File: src/rtl/dvs_pkg.sv
package dvs_pkg;
  typedef enum logic [1:0] {
    SLEW_FAST  = 2'b00,
    SLEW_MED   = 2'b01,
    SLEW_SLOW  = 2'b10,
    SLEW_CRAWL = 2'b11
  } slew_e;
endpackage

File: src/rtl/dvs_step_timer.sv
module dvs_step_timer #(
  parameter int unsigned TICKS_FAST  = 5,
  parameter int unsigned TICKS_MED   = 10,
  parameter int unsigned TICKS_SLOW  = 50,
  parameter int unsigned TICKS_CRAWL = 500
) (
  input  logic       clk,
  input  logic       rst,
  input  logic       clr,
  input  logic       run,
  input  logic       qtick,
  input  logic [1:0] slew,
  output logic       step
);
  import dvs_pkg::*;

  localparam int unsigned MAX_AB = (TICKS_FAST > TICKS_MED) ? TICKS_FAST : TICKS_MED;
  localparam int unsigned MAX_CD = (TICKS_SLOW > TICKS_CRAWL) ? TICKS_SLOW : TICKS_CRAWL;
  localparam int unsigned TMAX   = (MAX_AB > MAX_CD) ? MAX_AB : MAX_CD;
  localparam int unsigned CNT_W  = $clog2(TMAX + 1);

  logic [CNT_W-1:0] cnt_q;
  logic [CNT_W-1:0] last_cnt;

  always_comb begin
    unique case (slew_e'(slew))
      SLEW_FAST:  last_cnt = CNT_W'(TICKS_FAST - 1);
      SLEW_MED:   last_cnt = CNT_W'(TICKS_MED - 1);
      SLEW_SLOW:  last_cnt = CNT_W'(TICKS_SLOW - 1);
      default:    last_cnt = CNT_W'(TICKS_CRAWL - 1);
    endcase
  end

  assign step = run && qtick && (cnt_q >= last_cnt);

  always_ff @(posedge clk) begin
    if (rst || clr || !run) begin
      cnt_q <= '0;
    end else if (qtick) begin
      if (cnt_q >= last_cnt) cnt_q <= '0;
      else                   cnt_q <= cnt_q + 1'b1;
    end
  end


  cnt_range_chk: assert property (@(posedge clk) disable iff (rst)
    cnt_q < CNT_W'(TMAX));
endmodule

File: src/rtl/dvs_code_stepper.sv
module dvs_code_stepper #(
  parameter int unsigned CODE_W = 7
) (
  input  logic              clk,
  input  logic              rst,
  input  logic              force_zero,
  input  logic [CODE_W-1:0] target,
  input  logic              step,
  output logic [CODE_W-1:0] code_q,
  output logic [CODE_W-1:0] code_nxt,
  output logic              ramping
);
  localparam logic [CODE_W-1:0] ONE  = CODE_W'(1);
  localparam logic [CODE_W-1:0] MONE = {CODE_W{1'b1}};

  assign ramping = (code_q != target);

  always_comb begin
    if (force_zero)
      code_nxt = '0;
    else if (step && ramping)
      code_nxt = (code_q < target) ? code_q + ONE : code_q - ONE;
    else
      code_nxt = code_q;
  end

  always_ff @(posedge clk) begin
    if (rst) code_q <= '0;
    else     code_q <= code_nxt;
  end


  step_by_one_chk: assert property (@(posedge clk) disable iff (rst)
    (code_q != $past(code_q)) |->
      ((code_q - $past(code_q)) == ONE || (code_q - $past(code_q)) == MONE || code_q == '0));


  step_gated_chk: assert property (@(posedge clk) disable iff (rst)
    (code_q != $past(code_q) && code_q != '0) |-> $past(step));


  zero_on_force_chk: assert property (@(posedge clk) disable iff (rst)
    $past(force_zero) |-> (code_q == '0));
endmodule

File: src/rtl/dvs_mode_sel.sv
module dvs_mode_sel (
  input  logic clk,
  input  logic rst,
  input  logic en,
  input  logic global_pwm,
  input  logic lock_pwm,
  input  logic change_pwm,
  input  logic ramp_next,
  output logic pwm_q
);
  logic pwm_nxt;

  assign pwm_nxt = en && (global_pwm || lock_pwm || (change_pwm && ramp_next));

  always_ff @(posedge clk) begin
    if (rst) pwm_q <= 1'b0;
    else     pwm_q <= pwm_nxt;
  end


  pwm_off_chk: assert property (@(posedge clk) disable iff (rst)
    $past(!en) |-> !pwm_q);
endmodule

File: src/rtl/dvs_ramp_ctrl.sv
module dvs_ramp_ctrl #(
  parameter int unsigned CODE_W      = 7,
  parameter int unsigned TICKS_FAST  = 5,
  parameter int unsigned TICKS_MED   = 10,
  parameter int unsigned TICKS_SLOW  = 50,
  parameter int unsigned TICKS_CRAWL = 500
) (
  input  logic              clk,
  input  logic              rst,
  input  logic              enable,
  input  logic              soft_rst,
  input  logic              sel_hi,
  input  logic [CODE_W-1:0] setpt_a,
  input  logic [CODE_W:0]   setpt_b,
  input  logic [1:0]        slew_sel,
  input  logic              pwm_global,
  input  logic              pwm_on_change,
  input  logic              qtick,
  output logic [CODE_W-1:0] dac_code,
  output logic              pwm_req,
  output logic              busy
);
  logic [CODE_W-1:0] target;
  logic [CODE_W-1:0] code_nxt;
  logic              force_zero;
  logic              ramping;
  logic              step;
  logic              busy_nxt;
  logic              busy_q;

  assign target     = sel_hi ? setpt_b[CODE_W-1:0] : setpt_a;
  assign force_zero = !enable || soft_rst;
  assign busy_nxt   = !force_zero && (code_nxt != target);

  dvs_step_timer #(
    .TICKS_FAST (TICKS_FAST),
    .TICKS_MED  (TICKS_MED),
    .TICKS_SLOW (TICKS_SLOW),
    .TICKS_CRAWL(TICKS_CRAWL)
  ) timer_i (
    .clk  (clk),
    .rst  (rst),
    .clr  (force_zero),
    .run  (ramping),
    .qtick(qtick),
    .slew (slew_sel),
    .step (step)
  );

  dvs_code_stepper #(.CODE_W(CODE_W)) stepper_i (
    .clk       (clk),
    .rst       (rst),
    .force_zero(force_zero),
    .target    (target),
    .step      (step),
    .code_q    (dac_code),
    .code_nxt  (code_nxt),
    .ramping   (ramping)
  );

  dvs_mode_sel mode_i (
    .clk       (clk),
    .rst       (rst),
    .en        (!force_zero),
    .global_pwm(pwm_global),
    .lock_pwm  (sel_hi && setpt_b[CODE_W]),
    .change_pwm(pwm_on_change),
    .ramp_next (busy_nxt),
    .pwm_q     (pwm_req)
  );

  always_ff @(posedge clk) begin
    if (rst) busy_q <= 1'b0;
    else     busy_q <= busy_nxt;
  end
  assign busy = busy_q;


  busy_off_chk: assert property (@(posedge clk) disable iff (rst)
    $past(force_zero) |-> !busy);
endmodule

File: config.mk
export PLATFORM = sky130hd
export DESIGN_NAME = dvs_ramp_ctrl
export DESIGN_NICKNAME = d
export VERILOG_FILES = /design/src/rtl/dvs_pkg.sv /design/src/rtl/dvs_step_timer.sv /design/src/rtl/dvs_code_stepper.sv /design/src/rtl/dvs_mode_sel.sv /design/src/rtl/dvs_ramp_ctrl.sv
export SDC_FILE = /design/constraint.sdc
export NUM_CORES = 1
export LEC_CHECK = 0
export BUFFER_PORTS_ARGS = -buffer_cell sky130_fd_sc_hd__buf_2
export CAP_MARGIN = 5
export CORE_MARGIN = 10
export CORE_UTILIZATION = 59
export DETAILED_ROUTE_END_ITERATION = 8
export MAX_ROUTING_LAYER = met4
export PLACE_DENSITY = 0.85
export SETUP_SLACK_MARGIN = 0.3
export SLEW_MARGIN = 20
export SYNTH_ARGS = -nofsm -noshare
export SYNTH_HDL_FRONTEND = slang
export SYNTH_SLANG_ARGS = --single-unit
export TNS_END_PERCENT = 1
File: constraint.sdc
create_clock -name clk -period 11.45 [get_ports clk]
set_clock_uncertainty 0.15 [all_clocks]
set_input_delay 0.5725 -clock clk [delete_from_list [all_inputs] [get_ports clk]]
set_output_delay 0.5725 -clock clk [all_outputs]
set_load 0.02 [all_outputs]
==> flow_summary.yaml <==
pwr:
  p_sw_frac: 0.275
  intPower_mw: 0.0926
  p_per_area_nw_per_um2: 71.0
  power_leakage_nw: 0.845
  seq_power_share: 0.496
  total_power_mw: 0.128
  vdd_drop_max_mv: 0.0606
  p_clk_frac: 0.328
  p_switching_mw: 0.0351
  power_frac_comb: 0.176
sta:
  rsz0062_at_grt: "false"
  max_slew_margin: 0.657
  finalCriticalPeriod_ns: 4.49
  hold_viol: 0
  setup_tns_ns: 0
  worstMarginPinSlew_ns: 0.514
  hold_ws_ns: 0.317
  min_period_over_period: 0.392
  fmax_mhz: 223
  slew_viol_final: 0
  setup_viol: 0
critical_path:
  crit_required_ns: 11.50
  r2r-start: "stepper_i.code_q[4]"
  r2r.worst_path.cells: 15
  end_kind: "flop"
  cp-start-kind: "input port"
  crit_start: "sel_hi"
  r2r_slack_ns: 7.35
  worstSetupPathType: "in -> reg"
  endpoint: "busy"
  r2r-end: "busy"
  path_max_fanout: 8
  worstPathArrival_ns: 4.54
grt:
  met1_usage: 0.188
  grt_max_degree: 11
  gr-usage-met2: 0.275
  use_met3: 0.0344
  antenna_found_initial: 0
  grt_overflow: 0
  track_usage: 0.165
  grt.busiest_layer: "met2"
  grt_pass1_vias: 1505
  grt_pass1_wl_um: 6840
synth:
  synth-async-reset-ratio: 0
  synth_edf_count: 0
  synthFlopType: "dfxtp_1"
  synth_top_area_share: 0.228
  synth_area_per_cell_um2: 8.74
  yosys-top-cells-count: "24 x ha_1, 20 x nor2_1, 18 x dfxtp_1, 12 x nand2_1, 12 x xor2_1"
  synth.distinct_cells: 37
  syn_area_um2: 1580
  seq_area_frac_synth: 0.228
  ys_ff_latch: 18
  synth_area_leaders: "dfxtp_1 23%, ha_1 19%, xor2_1 6.6%, mux2i_1 6.3%, nor2_1 4.7%"
  yosysMostFrequentCell: "ha_1"
  ys_warn_count: 0
  syn-instance-count: 181
  synth_top_cell_by_area: "dfxtp_1"
  syn-num-nets: 231
flow_run:
  drv_cap: 0
final_layout:
  drive_above_1_share: 0.224
  antenna_cells: 0
  syn_to_final_growth_pct: 13.6
  layout.nets: 265
  final_core_util: 0.712
drt:
  detail-route-antenna-nets: 0
  drcViolationCount: 0
  vias: 1455
  wl_um: 4030
  first_pass_iters: 4
  first_iter_violations: 73
  avgRoutedWirePerCell_um: 16.5
  via_per_inst: 5.96
clock_tree:
  cts_resized: 0
  cts_buffers: 3
  clkSlewWorstSetupHoldPaths_ns: 0.12
  cts-root-buf: "clkbuf_4"
  postCtsSetupBuffers: 0
  cts.hold.buffers_added: 0
  cts.sinks: 18
  clk_latency_ns: 0.31
  htree_levels: 1
  cts_buffer_depth: 2
  cts_tree: "yes"
min_path:
  hold_class: "in -> reg"
floorplan:
  die_height_um: 71.8
  rows: 18
  ioPinCount: 34
  initial_utilization: 0.627
  dieArea_um2: 5150
  die_w_um: 71.8
  core_um2: 2520
place:
  hpwl_um: 3300
  io_buffers: 33
  gp_congestion: 0.914
status:
  status: "finished, final reports clean"
## placed cells by master (no fill, tap or decap), drive strengths merged, types with 3 or more instances in the layout
cell type / instances
and3: 3
a21oi: 12
nand3: 7
dfxtp: 18
xor2: 12
nand2b: 3
nor2: 20
nand4: 5
clkbuf: 4
nand2: 12
nor3: 4
ha: 24
o21ai: 7
mux2i: 12
inv: 6
xnor2: 6
buf: 33
o21a: 3
a21o: 3
## stage by stage
stage          setup WS [ns]  cells  instance area (µm²)
3_3_place_gp            7.07    240                 1760
5_1_grt                 6.80    244                 1800
4_1_cts                 7.08    244                 1800
6_report                6.96    244                 1800
2_1_floorplan           7.11    181                 1580
3_5_place_dp            6.75    240                 1760
## final cells by class
class,count,area (µm²)
Clock buffer,4,36.3
Fill cell,204,726
Inverter,6,22.5
Multi-Input combinational cell,153,1170
Timing Repair Buffer,33,165
Tap cell,30,37.5
Sequential cell,18,360
## power groups by stage
stage	Sequential [mW]	Combinational (mW)	Clock [mW]
finish	0.0633	0.0225	0.0418
global route	0.0634	0.0250	0.0439
CTS	0.0634	0.0223	0.0420
detailed placement	0.0648	0.0222	0
global placement	0.0647	0.0210	0
floorplan	0.0651	0.0143	0
## worst min-delay path by stage
stage	from	endpoint	slack [ns]	cells after the start
finish	rst	stepper_i.code_q[5]	0.32	2
floorplan	timer_i.cnt_q[8]	timer_i.cnt_q[8]	0.34	2
CTS	rst	stepper_i.code_q[5]	0.31	2
global placement	timer_i.cnt_q[8]	timer_i.cnt_q[8]	0.36	2
global route	rst	stepper_i.code_q[5]	0.31	2
detailed placement	timer_i.cnt_q[8]	timer_i.cnt_q[8]	0.37	2
## logic make-up after synthesis
kind of cell,synth area share
AND/OR/NAND/NOR,0.222
AO/OA/AOI/OAI,0.127
adder cells (fa/ha/maj),0.203
XOR/XNOR,0.0997
flip-flops,0.228
multiplexers,0.0918
buffers and inverters,0.0293
## critical path, cell delays in order
cell,delay [ns]
buf_2,0.22
mux2i_1,0.40
ha_1,0.33
a211oi_1,0.33
nor2_1,0.11
nor3_2,0.25
inv_1,0.21
ha_1,0.37
a21oi_1,0.18
o21ai_0,0.16
a31oi_1,0.23
xnor2_1,0.15
nor2_1,0.08
xnor2_1,0.20
or4_1,0.49
o211ai_1,0.15
a21oi_1,0.12
## layer usage
metal,routed length (µm),up-vias
met1,1810,677
met5,0,-
met4,115,0
li1,-,714
met3,237,13
met2,1860,51
## registers in the layout (all words and copies together) (netlist names)
name	cells
timer_i.cnt_q	9
mode_i.pwm_q	1
stepper_i.code_q	7
busy	1
No activity file was read; power rests on OpenSTA's default activity.
